==> config.mk <==
export PLATFORM = sky130hd
export DESIGN_NAME = scan_acq_seq
export DESIGN_NICKNAME = d
export VERILOG_FILES = /design/src/rtl/scan_acq_pkg.sv /design/src/rtl/scan_acq_ctrl.sv /design/src/rtl/scan_acq_dp.sv /design/src/rtl/scan_acq_seq.sv
export SDC_FILE = /design/constraint.sdc
export NUM_CORES = 2
export LEC_CHECK = 0
export ABC_AREA = 0
export BUFFER_PORTS_ARGS = -buffer_cell sky130_fd_sc_hd__buf_2
export CAP_MARGIN = 20
export CORE_MARGIN = 2
export CORE_UTILIZATION = 57
export DETAILED_ROUTE_END_ITERATION = 8
export PLACE_DENSITY = 0.74
export SETUP_SLACK_MARGIN = 0.1
export SYNTH_ARGS = -nofsm -noshare
export SYNTH_HDL_FRONTEND = slang
export SYNTH_HIERARCHICAL = 1
export SYNTH_SLANG_ARGS = --single-unit
==> constraint.sdc <==
create_clock -name clk -period 6 [get_ports clk]
set_input_delay 0.6 -clock clk [delete_from_list [all_inputs] [get_ports clk]]
set_output_delay 0.6 -clock clk [all_outputs]
set_load 0.03 [all_outputs]
==> src/rtl/scan_acq_pkg.sv <==
package scan_acq_pkg;
  localparam int CH_FIELD_W = 6;
  localparam int TH_FIELD_W = 12;

  typedef enum logic [1:0] {ST_IDLE, ST_WAIT, ST_CONV} seqState_t;
  typedef enum logic [1:0] {SRC_DIV, SRC_HOST, SRC_STROBE, SRC_NONE} tickSrc_t;
  typedef enum logic [1:0] {TH_OFF, TH_ABOVE, TH_BELOW, TH_INSIDE} thMode_t;

  typedef struct packed {
    logic                  last;
    thMode_t               mode;
    logic                  diff;
    logic [1:0]            gain;
    logic [CH_FIELD_W-1:0] ch;
  } scanEntry_t;

  typedef struct packed {
    logic restart;
    logic issue;
    logic accept;
  } seqCmd_t;
endpackage

==> src/rtl/scan_acq_ctrl.sv <==
module scan_acq_ctrl
  import scan_acq_pkg::*;
#(
  parameter int DIV_W = 24
) (
  input  logic             clk,
  input  logic             rstN,
  input  logic             startWr,
  input  logic             stopWr,
  input  tickSrc_t         clkSrc,
  input  logic [DIV_W-1:0] divisor,
  input  logic             extStrobe,
  input  logic             convDone,
  input  logic             runEnd,
  output seqCmd_t          cmd,
  output logic             running
);
  seqState_t        state, nextState;
  logic [DIV_W-1:0] divCnt;
  logic             strobePrev, divTick, tick;

  assign running = (state != ST_IDLE);
  assign divTick = running && (divCnt == divisor);

  always_ff @(posedge clk or negedge rstN) begin
    if (!rstN) begin
      divCnt     <= '0;
      strobePrev <= 1'b0;
      state      <= ST_IDLE;
    end else begin
      strobePrev <= extStrobe;
      state      <= nextState;
      if (!running || divTick) divCnt <= '0;
      else                     divCnt <= divCnt + 1'b1;
    end
  end

  always_comb begin
    unique case (clkSrc)
      SRC_DIV:    tick = divTick;
      SRC_HOST:   tick = startWr;
      SRC_STROBE: tick = extStrobe && !strobePrev;
      default:    tick = 1'b0;
    endcase
  end

  always_comb begin
    nextState = state;
    cmd       = '0;
    unique case (state)
      ST_IDLE: if (startWr) begin
        cmd.restart = 1'b1;
        nextState   = ST_WAIT;
      end
      ST_WAIT: begin
        if (stopWr) nextState = ST_IDLE;
        else if (tick) begin
          cmd.issue = 1'b1;
          nextState = ST_CONV;
        end
      end
      ST_CONV: begin
        if (stopWr) nextState = ST_IDLE;
        else if (convDone) begin
          cmd.accept = 1'b1;
          nextState  = runEnd ? ST_IDLE : ST_WAIT;
        end
      end
      default: nextState = ST_IDLE;
    endcase
  end
endmodule

==> src/rtl/scan_acq_dp.sv <==
module scan_acq_dp
  import scan_acq_pkg::*;
#(
  parameter int ENTRIES  = 64,
  parameter int CH_COUNT = 48,
  parameter int DATA_W   = 16,
  parameter int BUF_AW   = 16,
  parameter int DIV_W    = 24
) (
  input  logic              clk,
  input  logic              rstN,
  input  logic              hostWe,
  input  logic [7:0]        hostAddr,
  input  logic [15:0]       hostWdata,
  input  seqCmd_t           cmd,
  input  logic [DATA_W-1:0] convData,
  output scanEntry_t        curEntry,
  output logic              startWr,
  output logic              stopWr,
  output tickSrc_t          clkSrc,
  output logic [DIV_W-1:0]  divisor,
  output logic              runEnd,
  output logic [BUF_AW-1:0] bufAddr,
  output logic [CH_COUNT-1:0] levelStatus,
  output logic              levelIrq,
  output logic              ptrIrq,
  output logic              scanIrq
);
  localparam int IDX_W   = $clog2(ENTRIES);
  localparam int TH_W    = TH_FIELD_W;
  localparam int ENT_W   = $bits(scanEntry_t);
  localparam int HI_W    = DIV_W - 16;
  localparam logic [7:0] CLR_BASE = 8'h09;

  logic [ENT_W-1:0] scanMem [ENTRIES];
  logic [TH_W-1:0]  hiMem   [ENTRIES];
  logic [TH_W-1:0]  loMem   [ENTRIES];

  logic [5:0]        ctrlReg;
  logic [15:0]       divLo, scanLimit, scanCnt;
  logic [HI_W-1:0]   divHi;
  logic [BUF_AW-1:0] endPtr, irqPtr;
  logic [IDX_W-1:0]  idx;
  logic              armFired, lastStay;
  logic [TH_W-1:0]   sampTop, hiTh, loTh;
  logic              hit, stay, lastIdx;
  logic [CH_COUNT-1:0] clrMask, setMask;

  assign clkSrc  = tickSrc_t'(ctrlReg[1:0]);
  assign divisor = {divHi, divLo};
  assign startWr = hostWe && (hostAddr == 8'h07);
  assign stopWr  = hostWe && (hostAddr == 8'h08);

  always_ff @(posedge clk) begin
    if (hostWe) begin
      unique case (hostAddr[7:6])
        2'b01:   scanMem[hostAddr[IDX_W-1:0]] <= hostWdata[ENT_W-1:0];
        2'b10:   hiMem[hostAddr[IDX_W-1:0]]   <= hostWdata[TH_W-1:0];
        2'b11:   loMem[hostAddr[IDX_W-1:0]]   <= hostWdata[TH_W-1:0];
        default: ;
      endcase
    end
  end

  always_ff @(posedge clk or negedge rstN) begin
    if (!rstN) begin
      ctrlReg   <= '0;
      divLo     <= '0;
      divHi     <= '0;
      endPtr    <= '0;
      irqPtr    <= '0;
      scanLimit <= '0;
    end else if (hostWe) begin
      unique case (hostAddr)
        8'h00:   ctrlReg   <= hostWdata[5:0];
        8'h01:   divLo     <= hostWdata;
        8'h02:   divHi     <= hostWdata[HI_W-1:0];
        8'h03:   endPtr    <= hostWdata[BUF_AW-1:0];
        8'h04:   irqPtr    <= hostWdata[BUF_AW-1:0];
        8'h05:   scanLimit <= hostWdata;
        default: ;
      endcase
    end
  end

  assign curEntry = scanEntry_t'(scanMem[idx]);
  assign sampTop  = convData[DATA_W-1 -: TH_W];
  assign hiTh     = hiMem[idx];
  assign loTh     = loMem[idx];

  always_comb begin
    unique case (curEntry.mode)
      TH_ABOVE:  hit = sampTop > hiTh;
      TH_BELOW:  hit = sampTop < loTh;
      TH_INSIDE: hit = (sampTop >= loTh) && (sampTop <= hiTh);
      default:   hit = 1'b0;
    endcase
  end

  assign stay    = ctrlReg[5] && !armFired && (curEntry.mode != TH_OFF) && !hit;
  assign lastIdx = curEntry.last || (idx == IDX_W'(ENTRIES - 1));
  assign runEnd  = ctrlReg[2] ? (!stay && lastIdx && (scanCnt + 16'd1 == scanLimit))
                              : (bufAddr == endPtr);

  assign levelIrq = cmd.accept && hit;
  assign ptrIrq   = cmd.accept && ctrlReg[4] && (bufAddr == irqPtr);
  assign scanIrq  = cmd.issue && ctrlReg[3] && (idx == '0) && !lastStay;

  always_ff @(posedge clk or negedge rstN) begin
    if (!rstN) begin
      idx      <= '0;
      bufAddr  <= '0;
      scanCnt  <= '0;
      armFired <= 1'b0;
      lastStay <= 1'b0;
    end else if (cmd.restart) begin
      idx      <= '0;
      bufAddr  <= '0;
      scanCnt  <= '0;
      armFired <= 1'b0;
      lastStay <= 1'b0;
    end else if (cmd.accept) begin
      bufAddr  <= runEnd ? '0 : bufAddr + 1'b1;
      lastStay <= stay;
      if (hit && ctrlReg[5]) armFired <= 1'b1;
      if (!stay) begin
        idx <= lastIdx ? '0 : idx + 1'b1;
        if (lastIdx) scanCnt <= scanCnt + 16'd1;
      end
    end
  end

  for (genvar b = 0; b < CH_COUNT; b++) begin : g_status
    assign clrMask[b] = hostWe && (hostAddr == CLR_BASE + 8'(b / 16)) && hostWdata[b % 16];
    assign setMask[b] = levelIrq && (curEntry.ch == CH_FIELD_W'(b));
  end

  always_ff @(posedge clk or negedge rstN) begin
    if (!rstN) levelStatus <= '0;
    else       levelStatus <= (levelStatus & ~clrMask) | setMask;
  end
endmodule

==> src/rtl/scan_acq_seq.sv <==
module scan_acq_seq
  import scan_acq_pkg::*;
#(
  parameter int ENTRIES  = 64,
  parameter int CH_COUNT = 48,
  parameter int DATA_W   = 16,
  parameter int BUF_AW   = 16,
  parameter int DIV_W    = 24
) (
  input  logic                  clk,
  input  logic                  rstN,
  input  logic                  hostWe,
  input  logic [7:0]            hostAddr,
  input  logic [15:0]           hostWdata,
  input  logic                  extStrobe,
  output logic                  convStart,
  output logic [CH_FIELD_W-1:0] convCh,
  output logic [1:0]            convGain,
  output logic                  convDiff,
  input  logic                  convDone,
  input  logic [DATA_W-1:0]     convData,
  output logic                  bufWe,
  output logic [BUF_AW-1:0]     bufAddr,
  output logic [DATA_W-1:0]     bufData,
  output logic                  running,
  output logic [CH_COUNT-1:0]   levelStatus,
  output logic                  levelIrq,
  output logic                  scanIrq,
  output logic                  ptrIrq
);
  seqCmd_t          cmd;
  scanEntry_t       curEntry;
  tickSrc_t         clkSrc;
  logic [DIV_W-1:0] divisor;
  logic             startWr, stopWr, runEnd;

  scan_acq_ctrl #(.DIV_W(DIV_W)) u_ctrl (
    .clk(clk), .rstN(rstN), .startWr(startWr), .stopWr(stopWr),
    .clkSrc(clkSrc), .divisor(divisor), .extStrobe(extStrobe),
    .convDone(convDone), .runEnd(runEnd), .cmd(cmd), .running(running)
  );

  scan_acq_dp #(
    .ENTRIES(ENTRIES), .CH_COUNT(CH_COUNT), .DATA_W(DATA_W),
    .BUF_AW(BUF_AW), .DIV_W(DIV_W)
  ) u_dp (
    .clk(clk), .rstN(rstN), .hostWe(hostWe), .hostAddr(hostAddr),
    .hostWdata(hostWdata), .cmd(cmd), .convData(convData),
    .curEntry(curEntry), .startWr(startWr), .stopWr(stopWr),
    .clkSrc(clkSrc), .divisor(divisor), .runEnd(runEnd),
    .bufAddr(bufAddr), .levelStatus(levelStatus), .levelIrq(levelIrq),
    .ptrIrq(ptrIrq), .scanIrq(scanIrq)
  );

  assign convStart = cmd.issue;
  assign convCh    = curEntry.ch;
  assign convGain  = curEntry.gain;
  assign convDiff  = curEntry.diff;
  assign bufWe     = cmd.accept;
  assign bufData   = convData;
endmodule

==> impl_metrics.toml <==
[outcome]
status = "finished with violations"
violations = "negative setup slack"

[pwr]
ir_worst_vdd_uv = 315
p_leak_nw = 37.2
cellPowerDensity_nw_per_um2 = 337

[sta]
period_minus_slack_ns = 6.08
maxSlewViolCount = 0
hold_viol = 0
fin_skew_ns = 0.0384
period_share_pct = 101
whs_ns = 0.165
tightestPinTransition_ns = 1.25
rsz0062_at_grt = "true"
slew-limit-headroom_pct = 16.7
final.setup.tns_ns = -0.0761
setup_violations = 1
setup_slack_ns = -0.0761
timing.fmax_mhz = 165

[clock_tree]
clk_latency_ns = 0.87
cts_root_buffer = "clkbuf_16"
numCtsBuffers = 233
cts.clk_slew.worst_paths_ns = 0.06
h-tree-depth = 4
tritoncts = "done"
cts_sinks = 2497
cts_max_path_buffers = 3

[detailed_routing]
wirelength_um = 250000
detail_route.first_pass.iterations = 6
via_count = 50591
wl_per_cell_um = 32.7
first_iter_violations = 7296
via_per_inst = 6.61
drtAntennaViolNets = 0
drc = 0

[synthesis]
syn_nets = 4742
syn_area_um2 = 98900
yosysWarnings = 6
synthCells = 4668
syn_avg_cell_area_um2 = 21.2

[setup_path]
r2r_end = "u_dp/levelStatus[7]$_DFF_PN0_"
r2r_slack_ns = 0.67
crit_path_max_fanout = 8
cp.required_ns = 5.40
timing.rr.start = "u_dp/idx[0]$_DFFE_PN0P_"
cp.arrival_ns = 5.48
crit_type = "flop to output port"
reg2reg_depth = 18
endpoint_kind = "output port"
start_kind = "flop"

[job]
drv_cap = 0

[die]
core_um2 = 172000
dieWidth_um = 421
ios = 140
die_h_um = 421
rows = 152
initial_core_util_pct = 57.5
die_area_um2 = 177000

[global_route]
antenna_found_initial = 15
grt_usage_pct = 28.6
grt_pass1_vias = 50326
overflow = 0
grt_pass1_wl_um = 360000
grt_max_degree = 125

[min_path]
hold_class = "input port to flop"
whs_endpoint = "u_dp/levelStatus[15]$_DFF_PN0_"
holdPathStages = 4
hold_path_startpoint = "hostWdata[15]"

[place]
dp_hpwl_um = 145000
gp_congestion = 0.854
pre_cts_slack_ns = 0.228
numPortBuffers = 131

[layout]
fin_nets = 5205
area_delta_synth_final_pct = 14.2
drive_gt1_share_pct = 32.5
fillers = 10738
area by class of cell:
type	instances	area, µm²	area share [%]
clock inverter	162	1560	1.38
inverter	39	146	0.130
antenna	2	5.00	0.00443
multi-input combinational	1874	23800	21.0
sequential	2497	74000	65.5
timing repair buffer	486	4490	3.97
clock buffer	278	6130	5.43
tap	2310	2890	2.56
registers in the layout (all words and copies together), names as in the netlist:
register,flops
u_dp/hiMem,768
u_dp/loMem,768
u_dp/scanMem,768
u_dp/levelStatus,48
u_ctrl/divCnt,24
u_dp/bufAddr,16
u_dp/divLo,16
u_dp/endPtr,16
u_dp/irqPtr,16
u_dp/scanCnt,16
u_dp/scanLimit,16
u_dp/divHi,8
u_dp/ctrlReg,6
u_dp/idx,6
u_ctrl/state,2
u_ctrl/strobePrev,1
u_dp/armFired,1
u_dp/lastStay,1
layout by cell type, fill, tap and decap left out, drive strengths merged, types with 6 or more instances in the layout:
cell type / count
or2: 6
a21o: 16
bufinv: 25
nor4b: 6
nand2b: 22
nor3b: 10
xor2: 54
o31ai: 51
nor2b: 15
mux2i: 56
inv: 44
a21oi: 40
o311ai: 8
mux4: 710
a221oi: 16
xnor2: 49
nand3: 38
a22oi: 9
edfxtp: 2304
o21a: 12
dfrtp: 193
ha: 29
nand2: 179
nand4: 21
or3: 18
buf: 477
nor3: 20
and3: 17
mux2: 86
clkinvlp: 13
clkbuf: 280
and2: 13
o21ai: 37
nor2: 268
clkinv: 119
nor4: 17
a211oi: 8
per-stage QoR:
stage          power [mW]  util, %  area [µm²]  instances
2_1_floorplan        21.9        -       98900       4668
3_3_place_gp         23.1     60.2      104000       7110
3_5_place_dp         23.1     60.5      104000       7145
4_1_cts              38.2     65.5      113000       7628
5_1_grt              39.0     65.7      113000       7647
6_report             38.0     65.7      113000       7648
metal layers:
layer | GRT usage (%) | part of all wire (%)
met1 | 40.1 | 37
met2 | 45.5 | 49
met3 | 5.64 | 10
met4 | 9.87 | 3.5
met5 | 0 | 0.020
power by group:
group | internal [mW] | switching (mW)
registers | 19.1 | 0.0406
clock network | 8.37 | 6.46
logic | 1.96 | 2.13
how the worst max path moves through the flow:
stage / startpoint / endpoint / slack (ns) / depth (start not counted)
2_1_floorplan: u_dp/idx[0]$_DFFE_PN0P_ / levelIrq / 0.17 / 22
4_1_cts: u_dp/idx[0]$_DFFE_PN0P_ / levelIrq / -0.11 / 19
3_5_place_dp: u_dp/idx[0]$_DFFE_PN0P_ / levelIrq / 0.23 / 17
6_report: u_dp/idx[0]$_DFFE_PN0P_ / levelIrq / -0.08 / 18
3_3_place_gp: u_dp/idx[0]$_DFFE_PN0P_ / levelIrq / 0.29 / 17
5_1_grt: u_dp/idx[0]$_DFFE_PN0P_ / levelIrq / -0.18 / 18
worst max-delay path: stages (launching register included):
cell      delay, ns
dfrtp_4        0.45
buf_12         0.12
buf_12         0.14
buf_16         0.18
buf_16         0.18
mux4_2         0.55
mux4_2         0.56
mux4_2         0.51
inv_2          0.08
ha_4           0.20
a21oi_2        0.14
nand2_1        0.10
a221oi_4       0.34
nand2_2        0.18
and4_4         0.23
a21o_1         0.17
o21ai_4        0.26
inv_2          0.06
buf_6          0.14
timing repair:
item / CTS / global route
hold endpoints to repair: 108 / 0
endpoints found under the setup margin: 6 / 1
hold buffers: 2 / 0
gates cloned: 10 / 1
resized for setup: 66 / 28
setup buffers: 31 / 4
pin swaps: 8 / 6
(Power assumes the default switching activity.)
